==> src/rtl/pwm_tmr_pkg.sv <==
`timescale 1ns/1ps
package pwm_tmr_pkg;

  localparam int unsigned BUS_W      = 32;
  localparam int unsigned CTRL_ADDR  = 8;
  localparam int unsigned BUF_BASE   = 12;
  localparam int unsigned BUF_STRIDE = 12;
  localparam int unsigned CMP_OFS    = 4;

  // Least significant bit of a channel's control group (group 1 is skipped)
  function automatic int unsigned grp_lsb(int unsigned ch);
    return (ch == 0) ? 0 : 4 * (ch + 1);
  endfunction

  // Auto-reload position: the last channel has it one place lower
  function automatic int unsigned ar_bit(int unsigned ch, int unsigned nch);
    return grp_lsb(ch) + ((ch == nch - 1) ? 2 : 3);
  endfunction

  function automatic int unsigned cnt_addr(int unsigned ch);
    return BUF_BASE + BUF_STRIDE * ch;
  endfunction

  function automatic int unsigned cmp_addr(int unsigned ch);
    return BUF_BASE + BUF_STRIDE * ch + CMP_OFS;
  endfunction

  function automatic logic [BUS_W-1:0] ctrl_mask(int unsigned nch);
    logic [BUS_W-1:0] m;
    m = '0;
    for (int unsigned c = 0; c < nch; c++) begin
      m[grp_lsb(c)]     = 1'b1;
      m[grp_lsb(c) + 1] = 1'b1;
      m[ar_bit(c, nch)] = 1'b1;
      if (c != nch - 1) m[grp_lsb(c) + 2] = 1'b1;
    end
    return m;
  endfunction

endpackage

==> src/rtl/pwm_tmr_regs.sv <==
`timescale 1ns/1ps
module pwm_tmr_regs
  import pwm_tmr_pkg::*;
#(
  parameter int unsigned NUM_CH = 5,
  parameter int unsigned CNT_W  = 16,
  parameter int unsigned ADDR_W = 8
) (
  input  logic                           clk,
  input  logic                           rst_n,
  input  logic                           wr_en,
  input  logic [ADDR_W-1:0]              wr_addr,
  input  logic [BUS_W-1:0]               wr_data,
  input  logic [ADDR_W-1:0]              rd_addr,
  output logic [BUS_W-1:0]               rd_data,
  input  logic [NUM_CH-1:0]              stop_req,
  output logic [NUM_CH-1:0][CNT_W-1:0]   cnt_buf,
  output logic [NUM_CH-1:0][CNT_W-1:0]   cmp_buf,
  output logic [NUM_CH-1:0]              ch_start,
  output logic [NUM_CH-1:0]              ch_upd,
  output logic [NUM_CH-1:0]              ch_inv,
  output logic [NUM_CH-1:0]              ch_ar
);

  localparam logic [BUS_W-1:0]  MASK   = ctrl_mask(NUM_CH);
  localparam logic [ADDR_W-1:0] A_CTRL = ADDR_W'(CTRL_ADDR);

  logic [BUS_W-1:0] ctrl_q, ctrl_d;
  logic             ctrl_wr;

  assign ctrl_wr = wr_en && (wr_addr == A_CTRL);

  // Bus write wins over a channel's self-stop in the same cycle
  always_comb begin
    ctrl_d = ctrl_q;
    if (ctrl_wr) begin
      ctrl_d = wr_data & MASK;
    end else begin
      for (int unsigned c = 0; c < NUM_CH; c++)
        if (stop_req[c]) ctrl_d[grp_lsb(c)] = 1'b0;
    end
  end

  always_ff @(posedge clk or negedge rst_n) begin
    if (!rst_n) begin
      ctrl_q  <= '0;
      cnt_buf <= '0;
      cmp_buf <= '0;
    end else begin
      ctrl_q <= ctrl_d;
      for (int unsigned c = 0; c < NUM_CH; c++) begin
        if (wr_en && wr_addr == ADDR_W'(cnt_addr(c))) cnt_buf[c] <= wr_data[CNT_W-1:0];
        if (wr_en && wr_addr == ADDR_W'(cmp_addr(c))) cmp_buf[c] <= wr_data[CNT_W-1:0];
      end
    end
  end

  always_comb begin
    rd_data = '0;
    if (rd_addr == A_CTRL) rd_data = ctrl_q;
    for (int unsigned c = 0; c < NUM_CH; c++) begin
      if (rd_addr == ADDR_W'(cnt_addr(c))) rd_data = BUS_W'(cnt_buf[c]);
      if (rd_addr == ADDR_W'(cmp_addr(c))) rd_data = BUS_W'(cmp_buf[c]);
    end
  end

  for (genvar g = 0; g < NUM_CH; g++) begin : g_fields
    localparam int unsigned LSB = grp_lsb(g);
    assign ch_start[g] = ctrl_q[LSB];
    assign ch_upd[g]   = ctrl_q[LSB + 1];
    assign ch_ar[g]    = ctrl_q[ar_bit(g, NUM_CH)];
    if (g == NUM_CH - 1) begin : g_noinv
      assign ch_inv[g] = 1'b0;
    end else begin : g_inv
      assign ch_inv[g] = ctrl_q[LSB + 2];
    end

    // a channel's stop request clears its run bit unless the bus writes control
    p_stop_clears_r8: assert property (@(posedge clk) disable iff (!rst_n)
      (stop_req[g] && !ctrl_wr) |=> !ch_start[g]);
  end

endmodule

==> src/rtl/pwm_tmr_chan.sv <==
`timescale 1ns/1ps
module pwm_tmr_chan #(
  parameter int unsigned CNT_W   = 16,
  parameter bit          HAS_INV = 1'b1
) (
  input  logic             clk,
  input  logic             rst_n,
  input  logic             tick,
  input  logic             start,
  input  logic             upd,
  input  logic             inv,
  input  logic             ar,
  input  logic [CNT_W-1:0] cnt_buf,
  input  logic [CNT_W-1:0] cmp_buf,
  output logic             stop_req,
  output logic             pwm_o
);

  logic [CNT_W-1:0] cnt_q, cmp_q;
  logic             run_tick, at_zero, active;

  assign at_zero  = (cnt_q == '0);
  assign run_tick = start && !upd && tick;
  assign stop_req = run_tick && at_zero && !ar;

  always_ff @(posedge clk or negedge rst_n) begin
    if (!rst_n) begin
      cnt_q <= '0;
      cmp_q <= '0;
    end else if (upd) begin
      cnt_q <= cnt_buf;
      cmp_q <= cmp_buf;
    end else if (run_tick) begin
      if (!at_zero) begin
        cnt_q <= cnt_q - 1'b1;
      end else if (ar) begin
        cnt_q <= cnt_buf;
        cmp_q <= cmp_buf;
      end
    end
  end

  assign active = start && ((&cmp_q) || (cnt_q > cmp_q));
  assign pwm_o  = (HAS_INV && inv) ? active : !active;

  p_manual_copy_r3: assert property (@(posedge clk) disable iff (!rst_n)
    upd |=> (cnt_q == $past(cnt_buf)) && (cmp_q == $past(cmp_buf)));

  p_count_down_r4: assert property (@(posedge clk) disable iff (!rst_n)
    (run_tick && !at_zero) |=> (cnt_q == $past(cnt_q) - 1'b1));

  p_hold_idle_r4: assert property (@(posedge clk) disable iff (!rst_n)
    (!upd && !(start && tick)) |=> ($stable(cnt_q) && $stable(cmp_q)));

  p_reload_r7: assert property (@(posedge clk) disable iff (!rst_n)
    (run_tick && at_zero && ar) |=> (cnt_q == $past(cnt_buf)) && (cmp_q == $past(cmp_buf)));

endmodule

==> src/rtl/pwm_timer_core.sv <==
`timescale 1ns/1ps
module pwm_timer_core
  import pwm_tmr_pkg::*;
#(
  parameter int unsigned NUM_CH = 5,
  parameter int unsigned CNT_W  = 16,
  parameter int unsigned ADDR_W = 8
) (
  input  logic              clk,
  input  logic              rst_n,
  input  logic [NUM_CH-1:0] tick_en,
  input  logic              wr_en,
  input  logic [ADDR_W-1:0] wr_addr,
  input  logic [31:0]       wr_data,
  input  logic [ADDR_W-1:0] rd_addr,
  output logic [31:0]       rd_data,
  output logic [NUM_CH-1:0] pwm_o
);

  logic [NUM_CH-1:0][CNT_W-1:0] cnt_buf, cmp_buf;
  logic [NUM_CH-1:0]            ch_start, ch_upd, ch_inv, ch_ar, stop_req;

  pwm_tmr_regs #(
    .NUM_CH (NUM_CH),
    .CNT_W  (CNT_W),
    .ADDR_W (ADDR_W)
  ) u_regs (
    .clk      (clk),
    .rst_n    (rst_n),
    .wr_en    (wr_en),
    .wr_addr  (wr_addr),
    .wr_data  (wr_data),
    .rd_addr  (rd_addr),
    .rd_data  (rd_data),
    .stop_req (stop_req),
    .cnt_buf  (cnt_buf),
    .cmp_buf  (cmp_buf),
    .ch_start (ch_start),
    .ch_upd   (ch_upd),
    .ch_inv   (ch_inv),
    .ch_ar    (ch_ar)
  );

  for (genvar g = 0; g < NUM_CH; g++) begin : g_ch
    pwm_tmr_chan #(
      .CNT_W   (CNT_W),
      .HAS_INV (g != NUM_CH - 1)
    ) u_chan (
      .clk      (clk),
      .rst_n    (rst_n),
      .tick     (tick_en[g]),
      .start    (ch_start[g]),
      .upd      (ch_upd[g]),
      .inv      (ch_inv[g]),
      .ar       (ch_ar[g]),
      .cnt_buf  (cnt_buf[g]),
      .cmp_buf  (cmp_buf[g]),
      .stop_req (stop_req[g]),
      .pwm_o    (pwm_o[g])
    );
  end

endmodule

==> config.mk <==
export PLATFORM = sky130hd
export DESIGN_NAME = pwm_timer_core
export DESIGN_NICKNAME = d
export VERILOG_FILES = /design/src/rtl/pwm_tmr_pkg.sv /design/src/rtl/pwm_tmr_regs.sv /design/src/rtl/pwm_tmr_chan.sv /design/src/rtl/pwm_timer_core.sv
export SDC_FILE = /design/constraint.sdc
export NUM_CORES = 1
export LEC_CHECK = 0
export ABC_AREA = 1
export BUFFER_PORTS_ARGS = -buffer_cell sky130_fd_sc_hd__buf_2
export CAP_MARGIN = 40
export CORE_MARGIN = 5
export CORE_UTILIZATION = 55
export DETAILED_ROUTE_END_ITERATION = 6
export GPL_TIMING_DRIVEN = 0
export PLACE_DENSITY = 0.73
export SETUP_SLACK_MARGIN = 0.15
export SLEW_MARGIN = 20
export SYNTH_ARGS = -nofsm -noshare
export SYNTH_HDL_FRONTEND = slang
export SYNTH_SLANG_ARGS = --single-unit
export TNS_END_PERCENT = 100
==> constraint.sdc <==
create_clock -name clk -period 3.7 [get_ports clk]
set_clock_uncertainty 0.1 [all_clocks]
set_input_delay 1.11 -clock clk [delete_from_list [all_inputs] [get_ports clk]]
set_output_delay 1.11 -clock clk [all_outputs]
set_load 0.005 [all_outputs]
==> impl_metrics.yaml, run 1 <==
outcome:
  run_status: "complete, but fails checks"
  failed_checks: "setup timing"
sta:
  finalCriticalPeriod_ns: 3.87
  report.final.slew_viol_count: 0
  setup_tns_ns: -1.86
  finalSetupViolations: 16
  hold_violations: 0
  fin_crit_sh_pct: 105
  relSlewSlack_pct: 39.3
  rsz0062_at_grt: "true"
  max_freq_mhz: 258
  whs_ns: 0.385
  tightest_slew_ns: 0.911
  fin_ws_ns: -0.172
worst_setup_path:
  crit_path_start_kind: "input port"
  crit_arrival_ns: 2.66
  cp_data_required_time_ns: 2.49
  crit_path_end_kind: "output port"
  critPathKind: "input port to output port"
  worstPathMaxFanout: 5
worst_hold_path:
  hold_class: "flop to flop"
global_routing:
  grt_pass1_vias: 16800
  grt_max_degree: 98
  grt_pass1_wl_mm: 95.4
  grt_antenna_before_repair: 1
  overflow: 0
  grt_use_total_pct: 31.8
synthesis:
  synthTopCellsByArea: "dfrtp_1 46%, nand2_1 11%, o21ai_0 8.0%"
  syn_area_um2: 18500
  yosys.cell_types.count: 48
  synth-edff-count: 0
  ys_ff_latch: 339
  synth_ff_type: "dfrtp_1"
  yosysTopAreaCellShare_pct: 45.8
  synth_area_per_cell_um2: 7.86
  ys_seq_area_share_pct: 45.8
  ys_warn_count: 0
  synth_cells: 2358
  yosysTopAreaCell: "dfrtp_1"
  async_reset_ff_share_pct: 100
detailed_routing:
  drt-initial-drc-count: 1744
  drt-total-wl_mm: 62.3
  first_pass_iters: 5
  drc_errors: 0
  wl_per_cell_um: 20.4
  viasPerCell: 5.86
  drtAntennaViolNets: 0
  num_vias: 17900
clock_tree:
  clockRootBuffer: "clkbuf_16"
  cts_tree: "done"
  numCtsBuffers: 39
  clockBufferDepth: 3
  cts-hold-fix-buffers: 0
  h-tree-depth: 2
  cts.sinks: 339
  clk_pin_slew_ns: 0.05
  clk-insertion-delay-late_ns: 0.54
cells_and_area:
  nets: 2724
  stdcell_area_um2: 22900
  area_growth_syn_to_layout_pct: 23.3
  final_util_pct: 68.4
  layout-drive-gt1-share_pct: 21.5
placed_design:
  port_buffers: 74
  place_area_um2: 19700
  post-dp-hpwl_mm: 44.8
  place.gp.congestion: 1.02
power:
  powerDensity_nw_per_um2: 528
  vdd_drop_max_uv: 415
  leakage_nw: 10.9
die:
  die_w_um: 194
  die_area_um2: 37500
  ios: 93
  initial_core_util_pct: 55.4
  std_cell_rows: 67
  die_h_um: 194
  coreArea_um2: 33400
run:
  cap_violations: 0
layout make-up:
type | count | area (um2)
Fill cell | 2674 | 10600
Multi-Input combinational cell | 1661 | 9570
Sequential cell | 339 | 8520
Timing Repair Buffer | 169 | 1340
Clock buffer | 56 | 1150
Inverter | 256 | 1020
Buffer | 110 | 608
Tap cell | 448 | 561
Clock inverter | 10 | 85.1
Timing Repair inverter | 2 | 15.0
Antenna cell | 1 | 2.50
per-layer routing:
metal,vias up,global-route usage [%],routed length [um]
li1,8192,-,-
met3,184,5.37,5070
met5,-,0,0
met1,8669,44.8,26100
met4,0,13.7,3110
met2,839,49.0,28100
logic make-up (layout without fill, tap and decap cells):
kind of cell | count (synthesis) | count (layout) | share of synthesized area, %
AO/OA/AOI/OAI | 542 | 542 | 15.5
XOR/XNOR | 51 | 51 | 2.41
adder cells (fa/ha/maj) | 90 | 90 | 6.07
buffers and inverters | 366 | 603 | 8.20
flip-flops | 339 | 339 | 45.8
multiplexers | 4 | 4 | 0.243
other | 1 | 10 | 0.0202
AND/OR/NAND/NOR | 965 | 965 | 21.8
critical path, stage by stage:
cell and delay [ns]:
buf_8 0.10, inv_8 0.07, nand2_4 0.06, nor2_4 0.23
nand2_4 0.17, buf_6 0.17, o22ai_4 0.16, a21oi_2 0.06
nand4_1 0.17, nand2_1 0.12, nand4_1 0.10, buf_2 0.12
Yosys cell counts (16+ instances only):
cell / count
a21oi_1: 145
buf_2: 39
buf_4: 16
clkbuf_1: 50
dfrtp_1: 339
ha_1: 90
inv_1: 243
nand2_1: 526
nand3_1: 69
nand4_1: 52
nor2_1: 249
nor3_1: 23
o21ai_0: 296
o21ai_1: 44
o22ai_1: 26
xor2_1: 36
what timing repair did:
item	4_1_cts	5_1_grt
gates resized for setup	182	151
setup endpoints to repair	22	23
buffers inserted	28	59
gates cloned	3	0
pin swaps	60	98
final timing paths:
path	from	endpoint	slack, ns	depth (start not counted)
max in group asynchronous	rst_n	g_ch[4].u_chan.cnt_q[6]	1.74	4
min in group asynchronous	rst_n	u_regs.cnt_buf[27]	0.50	2
worst max-delay path	rd_addr[5]	rd_data[6]	-0.17	12
worst min-delay path	u_regs.cnt_buf[43]	u_regs.cnt_buf[43]	0.39	2
worst max register to register	g_ch[3].u_chan.cnt_q[7]	g_ch[3].u_chan.cmp_q[9]	1.33	11
worst min register to register	u_regs.cnt_buf[43]	u_regs.cnt_buf[43]	0.39	2
cells in the final DEF (no fill, tap or decap), types with 12 or more instances in the layout:
master,instances
xor2_1,36
dfrtp_2,28
nor2_1,232
buf_6,28
buf_4,92
inv_2,42
clkbuf_16,41
ha_1,60
nand2_1,482
nor2_2,22
a21oi_1,127
nand3_2,12
inv_1,202
clkbuf_1,55
xnor2_1,15
o21ai_1,48
o21ai_0,287
nor3_1,13
nor4_1,12
a21oi_2,15
o22ai_1,22
nand3_1,56
nand4_1,52
dfrtp_1,311
ha_4,30
nand2_2,36
buf_2,97
registers in the layout (all words and copies together) (netlist names):
signal	cells
u_regs.ctrl_q	19
g_ch.u_chan.cmp_q	80
g_ch.u_chan.cnt_q	80
u_regs.cnt_buf	80
u_regs.cmp_buf	80
metrics by stage:
step / cells / power, mW / setup slack (ns)
2_1_floorplan: 2366 / 6.75 / 0.335
3_3_place_gp: 2888 / 7.48 / -5.04
3_5_place_dp: 2895 / 7.63 / -0.829
4_1_cts: 2992 / 11.5 / -0.136
5_1_grt: 3051 / 12.8 / -0.206
6_report: 3052 / 12.1 / -0.172
power by group:
group          total [mW]  leakage (nW)  internal [mW]  switching (mW)
Clock                3.77         0.599           2.23            1.54
Sequential           4.66          4.39           4.16           0.504
Combinational        3.65          5.90           1.51            2.14
Note: power is estimated with default switching activity, not from simulation.
==> run 2, diff against run 1 <==
CTS_BUF_LIST = sky130_fd_sc_hd__clkbuf_16   (was unset)
==> impl_metrics.yaml, run 2 (synthesis gave the netlist of run 1 again) <==
sta:
  setup_tns_ns: -1.90
  report.final.slew_viol_count: 0
  finalCriticalPeriod_ns: 3.86
  fin_ws_ns: -0.162
  finalSetupViolations: 16
  fin_crit_sh_pct: 104
  tightest_slew_ns: 0.979
  hold_violations: 0
  rsz0062_at_grt: "true"
  relSlewSlack_pct: 34.8
  max_freq_mhz: 259
  whs_ns: 0.387
worst_setup_path:
  crit_path_start_kind: "input port"
  crit_path_end_kind: "output port"
  worstPathMaxFanout: 5
  crit_arrival_ns: 2.65
  critPathKind: "input port to output port"
  cp_data_required_time_ns: 2.49
detailed_routing:
  num_vias: 18000
  viasPerCell: 5.88
  first_pass_iters: 7
  drtAntennaViolNets: 0
  drt-initial-drc-count: 1903
  drc_errors: 5
  drt-total-wl_mm: 62.4
  wl_per_cell_um: 20.4
global_routing:
  grt_pass1_vias: 16800
  grt_use_total_pct: 31.8
  grt_antenna_before_repair: 2
  overflow: 0
  grt_max_degree: 98
  grt_pass1_wl_mm: 95.2
die:
  ios: 93
  coreArea_um2: 33400
  initial_core_util_pct: 55.4
  die_h_um: 194
  die_area_um2: 37500
  die_w_um: 194
  std_cell_rows: 67
cells_and_area:
  stdcell_area_um2: 22800
  final_util_pct: 68.3
  area_growth_syn_to_layout_pct: 23.1
  final_common_cell: "nand2_1"
  num-fill-cells: 2675
  nets: 2723
  final_cell_mix: "479 x nand2_1, 313 x dfrtp_1, 288 x o21ai_0"
  multi_input_area_um2: 9560
  layout-drive-gt1-share_pct: 20.9
  seqCellArea_um2: 8520
placed_design:
  post-dp-hpwl_mm: 44.8
  place.gp.congestion: 1.02
  port_buffers: 74
  place_area_um2: 19700
clock_tree:
  cts.sinks: 339
  clockBufferDepth: 3
  clockRootBuffer: "clkbuf_16"
  cts-hold-fix-buffers: 0
  clk_pin_slew_ns: 0.06
  cts_tree: "done"
  h-tree-depth: 2
  numCtsBuffers: 39
  clk-insertion-delay-late_ns: 0.54
power:
  p_switching_mw: 4.17
  switching_share_pct: 35.2
  power_frac_seq_pct: 39.4
  clkPwrFrac_pct: 30.4
  p_comb_share_pct: 30.1
  vdd_drop_max_uv: 404
  leakage_nw: 11.0
  p_int_mw: 7.66
  powerDensity_nw_per_um2: 518
outcome:
  run_status: "complete, but fails checks"
  failed_checks: "DRC, setup timing"
worst_hold_path:
  hold_class: "flop to flop"
run:
  cap_violations: 0
## run 2: changes by cell type in the layout (fill, tap and decap cells not counted), sizes merged
cell    before  now
buf        230  231
clkbuf     105   88
clkinv       5   15
inv        258  263
## run 2: layout make-up
cell class,instances,share of cell area [%]
repair inverters,2,0.0658
flip-flops and latches,339,37.3
multi-input cells,1661,41.9
plain buffers,110,2.73
inverters,256,4.58
diodes,1,0.0110
clock inverters,25,0.619
repair buffers,168,5.86
well taps,448,2.46
clock buffers,41,4.49
## run 2: power groups by stage
| stage | clock network (mW) | registers (mW) | logic (mW) |
|---|---|---|---|
| after floorplan | 0 | 4.52 | 2.23 |
| after global placement | 0 | 4.70 | 2.78 |
| after detailed placement | 0 | 4.71 | 2.92 |
| after CTS | 3.61 | 4.63 | 3.09 |
| after global routing | 3.78 | 4.70 | 4.00 |
| final | 3.60 | 4.66 | 3.56 |
## run 2: metrics by stage
| step | cells | power, mW | worst slack, ns |
|---|---|---|---|
| after floorplan | 2366 | 6.75 | 0.335 |
| after global placement | 2888 | 7.48 | -5.04 |
| after detailed placement | 2895 | 7.63 | -0.829 |
| after CTS | 2991 | 11.3 | -0.136 |
| after global routing | 3050 | 12.5 | -0.224 |
| final | 3051 | 11.8 | -0.162 |
## run 2: critical path: stages
cell and delay [ns]:
buf_8 0.11, clkinv_8 0.06, nand2_4 0.06, nor2_4 0.24, nand2_4 0.17, buf_6 0.17
o22ai_4 0.14, a21oi_2 0.06, nand4_1 0.19, nand2_2 0.09, nand4_1 0.12, buf_2 0.12
## run 2: metal layers
metal	part of all wire (%)	wire, um	track usage (%)
met4	5.1	3160	13.0
met1	42	26200	44.9
met3	8.2	5110	5.46
met5	0.019	12	0
met2	45	27900	49.1
## run 2: timing repair
action                                  in CTS  in global routing
endpoints found under the setup margin      22                 23
buffers inserted                            27                 55
gates resized for setup                    181                166
cloned                                       3                  4
hold endpoints to repair                     0                  0
pin swaps                                   59                 97
## run 2: final timing paths
path                                              start                  endpoint  slack [ns]  cells after the start
max in group asynchronous                         rst_n  g_ch[4].u_chan.cnt_q[14]        1.72                      4
min in group asynchronous                         rst_n   g_ch[0].u_chan.cnt_q[7]        0.52                      2
worst max register to register  g_ch[3].u_chan.cnt_q[3]   g_ch[3].u_chan.cmp_q[4]        1.38                     10
worst max-delay path                         rd_addr[5]                rd_data[6]       -0.16                     12
worst min register to register       u_regs.cnt_buf[54]        u_regs.cnt_buf[54]        0.39                      2
worst min-delay path                 u_regs.cnt_buf[54]        u_regs.cnt_buf[54]        0.39                      2
